`config.mk`:
```
export PLATFORM = sky130hd
export DESIGN_NAME = dual_phase_timer
export DESIGN_NICKNAME = d
export VERILOG_FILES = /design/src/rtl/dpt_pkg.sv /design/src/rtl/dpt_regs.sv /design/src/rtl/dpt_core.sv /design/src/rtl/dpt_rst_sync.sv /design/src/rtl/dual_phase_timer.sv
export SDC_FILE = /design/constraint.sdc
export NUM_CORES = 1
export LEC_CHECK = 0
export BUFFER_PORTS_ARGS = -buffer_cell sky130_fd_sc_hd__buf_2
export CAP_MARGIN = 20
export CORE_AREA = 2 2 164 166
export CTS_CLUSTER_SIZE = 25
export DETAILED_ROUTE_END_ITERATION = 12
export DIE_AREA = 0 0 166 168
export PLACE_DENSITY = 0.67
export SYNTH_ARGS = -nofsm -noshare
export SYNTH_HDL_FRONTEND = slang
export SYNTH_SLANG_ARGS = --single-unit
```
`constraint.sdc`:
```
create_clock -name clk -period 8.95 [get_ports clk]
set_input_delay 1.79 -clock clk [delete_from_list [all_inputs] [get_ports clk]]
set_output_delay 1.79 -clock clk [all_outputs]
set_load 0.01 [all_outputs]
```
`src/rtl/dpt_pkg.sv`:
```
package dpt_pkg;

  typedef enum logic {
    PH_TMO = 1'b0,
    PH_PLS = 1'b1
  } phase_e;

  // Byte address layout: control, then one timeout/pulse pair per timer
  localparam int unsigned OFS_CTRL       = 0;
  localparam int unsigned OFS_TMR_BASE   = 4;
  localparam int unsigned OFS_TMR_STRIDE = 8;
  localparam int unsigned OFS_PLS_REL    = 4;

  // Watchdog key lives in the low byte of timer 0's timeout register
  localparam int unsigned KEY_W  = 8;
  localparam logic [KEY_W-1:0] WD_KEY = 8'hFF;

endpackage

```
`src/rtl/dpt_regs.sv`:
```
module dpt_regs
  import dpt_pkg::*;
#(
  parameter int unsigned DATA_W = 32,
  parameter int unsigned ADDR_W = 8,
  parameter int unsigned NTMR   = 2
) (
  input  logic                           clk,
  input  logic                           rst_n,
  input  logic                           bus_wr,
  input  logic                           bus_rd,
  input  logic [ADDR_W-1:0]              bus_addr,
  input  logic [DATA_W-1:0]              bus_wdata,
  output logic [DATA_W-1:0]              bus_rdata,
  output logic [NTMR-1:0]                ctrl_q,
  output logic [NTMR-1:0]                ctrl_nxt,
  output logic [NTMR-1:0][DATA_W-1:0]    tmo_q,
  output logic [NTMR-1:0][DATA_W-1:0]    pls_q,
  output logic [NTMR-1:0]                tmo_hit,
  output logic [NTMR-1:0]                pls_hit
);

  logic                        ctrl_hit;
  logic [NTMR-1:0][DATA_W-1:0] tmo_d;
  logic [NTMR-1:0][DATA_W-1:0] pls_d;
  logic [DATA_W-1:0]           rd_mux;
  logic [DATA_W-1:0]           rdata_d;

  assign ctrl_hit = (bus_addr == ADDR_W'(OFS_CTRL));

  for (genvar g = 0; g < NTMR; g++) begin : g_dec
    assign tmo_hit[g] = (bus_addr == ADDR_W'(OFS_TMR_BASE + g * OFS_TMR_STRIDE));
    assign pls_hit[g] = (bus_addr == ADDR_W'(OFS_TMR_BASE + g * OFS_TMR_STRIDE + OFS_PLS_REL));
  end

  // Next-state for the register file
  always_comb begin
    ctrl_nxt = ctrl_q;
    tmo_d    = tmo_q;
    pls_d    = pls_q;
    if (bus_wr) begin
      if (ctrl_hit) ctrl_nxt = bus_wdata[NTMR-1:0];
      for (int i = 0; i < NTMR; i++) begin
        if (tmo_hit[i]) tmo_d[i] = bus_wdata;
        if (pls_hit[i]) pls_d[i] = bus_wdata;
      end
    end
  end

  // Read selection, unmapped addresses give zero
  always_comb begin
    rd_mux = '0;
    if (ctrl_hit) rd_mux = DATA_W'(ctrl_q);
    for (int i = 0; i < NTMR; i++) begin
      if (tmo_hit[i]) rd_mux = tmo_q[i];
      if (pls_hit[i]) rd_mux = pls_q[i];
    end
  end

  assign rdata_d = bus_rd ? rd_mux : bus_rdata;

  always_ff @(posedge clk or negedge rst_n) begin
    if (!rst_n) begin
      ctrl_q    <= '0;
      tmo_q     <= '0;
      pls_q     <= '0;
      bus_rdata <= '0;
    end else begin
      ctrl_q    <= ctrl_nxt;
      tmo_q     <= tmo_d;
      pls_q     <= pls_d;
      bus_rdata <= rdata_d;
    end
  end

endmodule

```
`src/rtl/dpt_core.sv`:
```
module dpt_core
  import dpt_pkg::*;
#(
  parameter int unsigned DATA_W = 32,
  parameter bit          WD_EN  = 1'b0
) (
  input  logic              clk,
  input  logic              rst_n,
  input  logic              en_nxt,
  input  logic              start,
  input  logic              reg_wr,
  input  logic [DATA_W-1:0] tmo_val,
  input  logic [DATA_W-1:0] pls_val,
  output logic              pulse_o,
  output logic              irq_o,
  output logic              wd_rst_o
);

  localparam logic [DATA_W-1:0] ONE = DATA_W'(1);

  function automatic logic [DATA_W-1:0] at_least_one(input logic [DATA_W-1:0] v);
    return (v == '0) ? ONE : v;
  endfunction

  logic              run_q, run_d;
  phase_e            phase_q, phase_d;
  logic [DATA_W-1:0] cnt_q, cnt_d;
  logic              wd_q, wd_d;
  logic              wd_mode;
  logic              trip;
  logic              last;
  logic [DATA_W-1:0] wd_load;
  logic [DATA_W-1:0] tmo_load;
  logic [DATA_W-1:0] pls_load;

  if (WD_EN) begin : g_wd
    assign wd_mode = (tmo_val[KEY_W-1:0] == WD_KEY);
  end else begin : g_nowd
    assign wd_mode = 1'b0;
  end

  assign wd_load  = at_least_one(DATA_W'(tmo_val[DATA_W-1:KEY_W]));
  assign tmo_load = wd_mode ? wd_load : at_least_one(tmo_val);
  assign pls_load = at_least_one(pls_val);
  assign last     = (cnt_q == ONE);

  always_comb begin
    run_d   = run_q;
    phase_d = phase_q;
    cnt_d   = cnt_q;
    trip    = 1'b0;
    if (!en_nxt) begin
      run_d = 1'b0;
    end else if (start || (wd_mode && reg_wr && run_q)) begin
      run_d   = 1'b1;
      phase_d = PH_TMO;
      cnt_d   = tmo_load;
    end else if (run_q) begin
      if (!last) begin
        cnt_d = cnt_q - ONE;
      end else if (wd_mode) begin
        trip  = 1'b1;
        run_d = 1'b0;
      end else if (phase_q == PH_TMO) begin
        phase_d = PH_PLS;
        cnt_d   = pls_load;
      end else begin
        phase_d = PH_TMO;
        cnt_d   = tmo_load;
      end
    end
  end

  assign wd_d = wd_q | trip;

  always_ff @(posedge clk or negedge rst_n) begin
    if (!rst_n) begin
      run_q   <= 1'b0;
      phase_q <= PH_TMO;
      cnt_q   <= ONE;
      wd_q    <= 1'b0;
    end else begin
      run_q   <= run_d;
      phase_q <= phase_d;
      cnt_q   <= cnt_d;
      wd_q    <= wd_d;
    end
  end

  assign pulse_o  = run_q && (phase_q == PH_PLS) && !wd_mode;
  assign irq_o    = run_q && (phase_q == PH_PLS) && last && !wd_mode;
  assign wd_rst_o = wd_q;

endmodule

```
`src/rtl/dpt_rst_sync.sv`:
```
module dpt_rst_sync #(
  parameter int unsigned STAGES = 2
) (
  input  logic clk,
  input  logic rst_n,
  output logic rst_sn
);

  logic [STAGES-1:0] sync_q;

  always_ff @(posedge clk or negedge rst_n) begin
    if (!rst_n) sync_q <= '0;
    else        sync_q <= {sync_q[STAGES-2:0], 1'b1};
  end

  assign rst_sn = sync_q[STAGES-1];

endmodule

```
`src/rtl/dual_phase_timer.sv`:
```
module dual_phase_timer
  import dpt_pkg::*;
#(
  parameter int unsigned DATA_W = 32,
  parameter int unsigned ADDR_W = 8,
  parameter int unsigned NTMR   = 2
) (
  input  logic              clk,
  input  logic              rst_n,
  input  logic              bus_wr,
  input  logic              bus_rd,
  input  logic [ADDR_W-1:0] bus_addr,
  input  logic [DATA_W-1:0] bus_wdata,
  output logic [DATA_W-1:0] bus_rdata,
  output logic [NTMR-1:0]   tmr_pulse,
  output logic [NTMR-1:0]   tmr_irq,
  output logic              wdog_rst
);

  logic                        rst_sn;
  logic [NTMR-1:0]             ctrl_q;
  logic [NTMR-1:0]             ctrl_nxt;
  logic [NTMR-1:0][DATA_W-1:0] tmo_q;
  logic [NTMR-1:0][DATA_W-1:0] pls_q;
  logic [NTMR-1:0]             tmo_hit;
  logic [NTMR-1:0]             pls_hit;
  logic [NTMR-1:0]             wd_vec;

  dpt_rst_sync #(.STAGES(2)) u_rst (
    .clk    (clk),
    .rst_n  (rst_n),
    .rst_sn (rst_sn)
  );

  dpt_regs #(
    .DATA_W (DATA_W),
    .ADDR_W (ADDR_W),
    .NTMR   (NTMR)
  ) u_regs (
    .clk       (clk),
    .rst_n     (rst_sn),
    .bus_wr    (bus_wr),
    .bus_rd    (bus_rd),
    .bus_addr  (bus_addr),
    .bus_wdata (bus_wdata),
    .bus_rdata (bus_rdata),
    .ctrl_q    (ctrl_q),
    .ctrl_nxt  (ctrl_nxt),
    .tmo_q     (tmo_q),
    .pls_q     (pls_q),
    .tmo_hit   (tmo_hit),
    .pls_hit   (pls_hit)
  );

  for (genvar g = 0; g < NTMR; g++) begin : g_tmr
    logic              wr_tmo;
    logic              wr_pls;
    logic [DATA_W-1:0] tmo_eff;
    logic [DATA_W-1:0] pls_eff;

    // A write in flight is forwarded so a restart sees the new count
    assign wr_tmo  = bus_wr && tmo_hit[g];
    assign wr_pls  = bus_wr && pls_hit[g];
    assign tmo_eff = wr_tmo ? bus_wdata : tmo_q[g];
    assign pls_eff = wr_pls ? bus_wdata : pls_q[g];

    dpt_core #(
      .DATA_W (DATA_W),
      .WD_EN  (g == 0)
    ) u_core (
      .clk      (clk),
      .rst_n    (rst_sn),
      .en_nxt   (ctrl_nxt[g]),
      .start    (ctrl_nxt[g] && !ctrl_q[g]),
      .reg_wr   (wr_tmo || wr_pls),
      .tmo_val  (tmo_eff),
      .pls_val  (pls_eff),
      .pulse_o  (tmr_pulse[g]),
      .irq_o    (tmr_irq[g]),
      .wd_rst_o (wd_vec[g])
    );
  end

  assign wdog_rst = |wd_vec;

endmodule

```
-- After elaboration in Yosys (flattened, before gate mapping)
Cells that the tools add are included.
- output and inout port bits: 37
- memories: 0
- logic and storage cells: 111
- register bits after elaboration: 233
- ROM bits: 0
- bits in latches: 0
- memory bits (writable): 0
- input bits: 44
- shift operators: 0
- bitwise gates (word level): 1
- divide/modulo/power cells: 0
- equal/unequal tests: 9
- reductions and logical operators: 37
- $lt $le $gt $ge: 0
- add/sub/neg operators: 2
- multiplexer cells: 48
- multipliers: 0
- operator list (cell ; count):
    $mux W32 ; 22
    $logic_not A32 Y1 ; 4
    $eq A32 B1 Y1 const B ; 2
    $sub A32 B1 Y32 const B ; 2
    $logic_not A24 Y1 ; 1
    $mux W24 ; 1
    $mux W1 ; 22
    $eq A8 B4 Y1 const B ; 2
    $logic_and A1 B1 Y1 ; 14
    $reduce_and A2 Y1 ; 5
    $eq A8 B3 Y1 const B ; 1
    $eq A8 B5 Y1 const B ; 1
    $eq A8 B8 Y1 const B ; 1
    $logic_not A8 Y1 ; 1
    $reduce_bool A2 Y1 ; 4
    $mux W2 ; 3
    $reduce_and A3 Y1 ; 2
    $reduce_and A4 Y1 ; 1
    $logic_not A1 Y1 ; 3
    $ne A3 B3 Y1 const B ; 1
    $logic_or A1 B1 Y1 ; 2
    $ne A2 B2 Y1 const B ; 1
    $or A1 B1 Y1 ; 1

-- Depth between registers and ports, before layout
- word-level depth: 11
- mapped depth: 11
- mapped depth without buffers: 10

-- Cells and area by module
Synthesis repeated with hierarchy kept, for this count alone.
- cell total of the unflattened synthesis: 1545
- area total of the unflattened synthesis: 15262.1 sq um
- modules (own cells, without submodules) (module ; cells each ; seq. area each (sq um) ; instances ; area an instance (sq um)):
    dpt_regs ; 557 ; 4053.9 ; 1 ; 7357.1
    dpt_core (g_tmr[0].u_core) ; 459 ; 877.1 ; 1 ; 3325.7
    dpt_core (g_tmr[1].u_core) ; 377 ; 852.1 ; 1 ; 2952.8
    dual_phase_timer ; 149 ; 0.0 ; 1 ; 1572.8
    dpt_rst_sync ; 3 ; 50.0 ; 1 ; 53.8

-- Worst setup path after synthesis
No wires, ideal clock.
- kind: in2out
- from: input bus_addr[3]
- to: output tmr_irq[0]
- slack: 3551 ps
- data required time: 7160 ps
- buffers on the path: 3
- cell stages on the path: 8
- arrival: 3609 ps
- path through: clkbuf_1 > nor4b_2 > nand3_1 > mux2i_4 > clkbuf_1 > and3_1 > nor2b_1 > buf_4
- cells in the longest elaborated chain, start to end: 6
- ends and longest elaborated chain (element ; RTL line ; text):
    from (decl) ; dual_phase_timer.sv:12 ; input logic [ADDR_W-1:0] bus_addr,
    $eq A8 B3 Y1 ; dpt_regs.sv:32 ; assign tmo_hit[g] = (bus_addr == ADDR_W'(OFS_TMR_BASE + g * OFS_TMR_STRIDE));
    $logic_and A1 B1 Y1 ; dual_phase_timer.sv:62 ; assign wr_tmo = bus_wr && tmo_hit[g];
    $mux W32 ; dual_phase_timer.sv:64 ; assign tmo_eff = wr_tmo ? bus_wdata : tmo_q[g];
    $eq A8 B8 Y1 ; dpt_core.sv:37 ; assign wd_mode = (tmo_val[KEY_W-1:0] == WD_KEY);
    $logic_not A1 Y1 ; dpt_core.sv:91 ; assign irq_o = run_q && (phase_q == PH_PLS) && last && !wd_mode;
    $logic_and A1 B1 Y1 ; dpt_core.sv:91 ;
    to (decl) ; dual_phase_timer.sv:16 ; output logic [NTMR-1:0] tmr_irq,
Every way passes these cells.

-- Final worst setup path
- from: input bus_addr[7]
- to: output tmr_irq[0]
The elaborated chain is that of the path after synthesis.

==> flow_summary.toml <==
[worst_setup_path]
cp_slowest_stage_delay_ns = 0.94
type_of_element_capturing_the_critical_path = "output port"
req_time_crit_path_ns = 7.16
worstPathArrival_ns = 4.22
crit_path_cell_trace = "buf_2 -> nor4_1 -> buf_4 -> nand3_1 -> mux2i_4 -> and3_1 -> nor2b_1 -> buf_2"
reg2reg_depth = 10
critical-path-slowest-cell = "mux2i_4"
kind_of_launch_point_of_the_worst_setup_path = "input pin"
worstSetupPathType = "input pin to output port"
critical_path_peak_fanout = 36
most_prevalent_standard_cell_on_the_critical_path = "buf_2"

[placement]
gp_congestion = 0.943
place.detailed.hpwl_um = 31400
placement.io_buffers = 80
placedCellCount = 1738

[timing]
setup_viol = 0
clock.fmax_mhz = 166
timing.final.max_slew_violations = 0
setup-tns-final_ns = 0
finalCritPeriodShare_pct = 67.1
grt_setup_unrepaired = "false"
fin_hold_ws_ns = 0.235
max-slew-margin-rel_pct = 26.4
finalHoldViolations = 0
worst_pin_slew_ns = 1.08
clock-skew-final_ns = 0.0279
period_needed_ns = 6.01

[grt]
grt_pass1_vias = 11000
overflow = 0
groute.usage.overall_pct = 30.5
grt_start_max_net_pins = 151
grt_pass1_wl_um = 66500
initial_antenna_violation_count = 0

[logic_synthesis]
number_of_enable_type_register_cells_in_the_synthesized_netlist = 0
synth.top_cell.area_share_pct = 44.8
yosys_warnings = 0
netlist_instances = 1395
synth.avg_cell_area_um2 = 9.24
netlist-cell-type-count = 85
seq_area_frac_synth_pct = 45.2
synth.net_count = 1443
mappedNetlistArea_um2 = 12900
yosys_most_used_dff = "dfrtp_1"
async_reset_ff_share_pct = 100
ys_seq_elements = 233
post-synth-top-area-cell = "dfrtp_1"
synth_top_cells_by_area = "dfrtp_1 45%, mux2_2 8.1%, nand2_1 5.2%, nor2_1 3.6%, a21oi_1 3.1%"

[floorplanning]
dieHeight_um = 168
io-pin-count = 81
design.die.area_um2 = 27900
dieWidth_um = 166
fp.coreArea_um2 = 26400
start_util_pct = 48.9
fp-row-count = 60

[clock_network]
clkSlewWorstSetupHoldPaths_ns = 0.06
clock_insertion_delay_worst_skew_ns = 0.55
cts_tree = "yes"
cts.path.max_buffers = 3
postCtsSetupBuffers = 0
cts_made_buffers = 26
numClockSinks = 233
clock_tree.root_cell = "clkbuf_16"
cts_hold_buffers = 0
post_cts_resized = 0
cts.htree.levels = 1

[drt]
drt-total-wl_um = 43500
dr.pass1.iters = 9
drt-initial-drc-count = 1885
remaining_design_rule_violation_count = 0
ant_nets = 0
detail_route.vias_per_cell = 6.72
routed_wire_length_per_instance_um = 24.3
vias = 12000

[finish]
layout-area-overhead-vs-synth_pct = 13.0
drive_above_1_share_pct = 19.0
num_antenna_cells = 0
layout.core_utilization_pct = 55.3
most_common_cell_after_layout_fill_and_taps_aside = "dfrtp_1"
final_cell_count_no_fill = 1791
number_of_nets_in_the_finished_design = 1479
final_cell_mix = "230 x dfrtp_1, 178 x nand2_1, 122 x nor2_1"

[power]
pd_cells_nw_per_um2 = 224
irDropWorstVdd_mv = 0.121
p_leak_nw = 6.54

[status]
run_status = "completed"

[job]
timing.max_cap.violations = 0

[worst_hold_path]
hp-class = "register to asynchronous set/reset pin"
[worst max-delay path: cells and delay by family]
family	cells	cell delay (ns)
simple gates	4	1.00
mux	1	0.94
buf+inv	3	0.47
[where the power goes]
group	switching [W]	internal, W	total [W]
logic	0.000429	0.000283	0.000712
registers	0.000163	0.00119	0.00135
clock network	0.000461	0.000748	0.00121
[synthesized netlist by cell type, types with 30 or more instances]
master and n:
nand2_1 178, a222oi_1 30, clkbuf_1 68, nor2_1 122, mux2_2 93, nor4_1 60
a31oi_1 48, dfrtp_1 231, a21oi_1 81, o21ai_0 68, nand3_1 48, nor3_1 53
[final cells by class]
cell class	instances	area [µm²]
Multi-Input combinational cell	1037	6550
Clock inverter	14	243
Fill cell	2378	11800
Sequential cell	233	5840
Timing Repair Buffer	102	676
Tap cell	341	427
Inverter	31	116
Clock buffer	33	727
[logic make-up after synthesis]
| logic type | count (synthesis) | share of synthesized area [%] |
|---|---|---|
| simple gates | 569 | 22.0 |
| compound gates | 323 | 16.6 |
| flops | 233 | 45.2 |
| buf+inv | 125 | 4.04 |
| mux | 120 | 10.4 |
| xor+xnor | 20 | 1.36 |
| fa+ha+maj | 4 | 0.388 |
| other cells | 1 | 0.0291 |
[routing by layer]
layer  vias to the layer above  share of wire, %  wire length (µm)  GRT usage, %
met3                       104               9.9              4300          4.80
li1                       5292                 -                 -             -
met1                      5907                42             18300          44.2
met5                         -                 0                 0             0
met4                         0               3.3              1430          9.53
met2                       730                45             19500          47.2
[state kept, by name, summed over array words and instances, names as in the netlist, 2 cells and up]
| register | flops |
|---|---|
| u_rst.sync_q | 2 |
| g_tmr.u_core.phase_q | 2 |
| u_regs.tmo_q | 64 |
| u_regs.bus_rdata | 32 |
| g_tmr.u_core.run_q | 2 |
| u_regs.pls_q | 64 |
| u_regs.ctrl_q | 2 |
| g_tmr.u_core.cnt_q | 64 |
[path summary, 6_finish.rpt]
check	startpoint	end	slack, ns
setup / recovery	bus_addr[7]	tmr_irq[0]	2.94
hold / removal	u_rst.sync_q[1]$_DFF_PN0_	g_tmr[1].u_core.cnt_q[26]$_DFFE_PN0P_	0.23
setup reg to reg	g_tmr[0].u_core.cnt_q[0]$_DFFE_PN1P_	g_tmr[0].u_core.cnt_q[29]$_DFFE_PN0P_	5.15
hold reg to reg	u_rst.sync_q[1]$_DFF_PN0_	g_tmr[1].u_core.cnt_q[26]$_DFFE_PN0P_	0.23
max in group asynchronous	u_rst.sync_q[1]$_DFF_PN0_	g_tmr[0].u_core.wd_rst_o$_DFF_PN0_	6.81
min in group clk	u_rst.sync_q[0]$_DFF_PN0_	u_rst.sync_q[1]$_DFF_PN0_	0.35
[through the flow]
| step | worst slack (ns) | cell area, µm² | total power [W] |
|---|---|---|---|
| global placement | 3.03 | 13500 | 0.00204 |
| detailed placement | 2.99 | 13500 | 0.00205 |
| floorplan | 1.98 | 12900 | 0.00183 |
| global route | 2.81 | 14600 | 0.00342 |
| CTS | 2.98 | 14400 | 0.00326 |
| finish | 2.94 | 14600 | 0.00327 |
(Power assumes the default switching activity.)
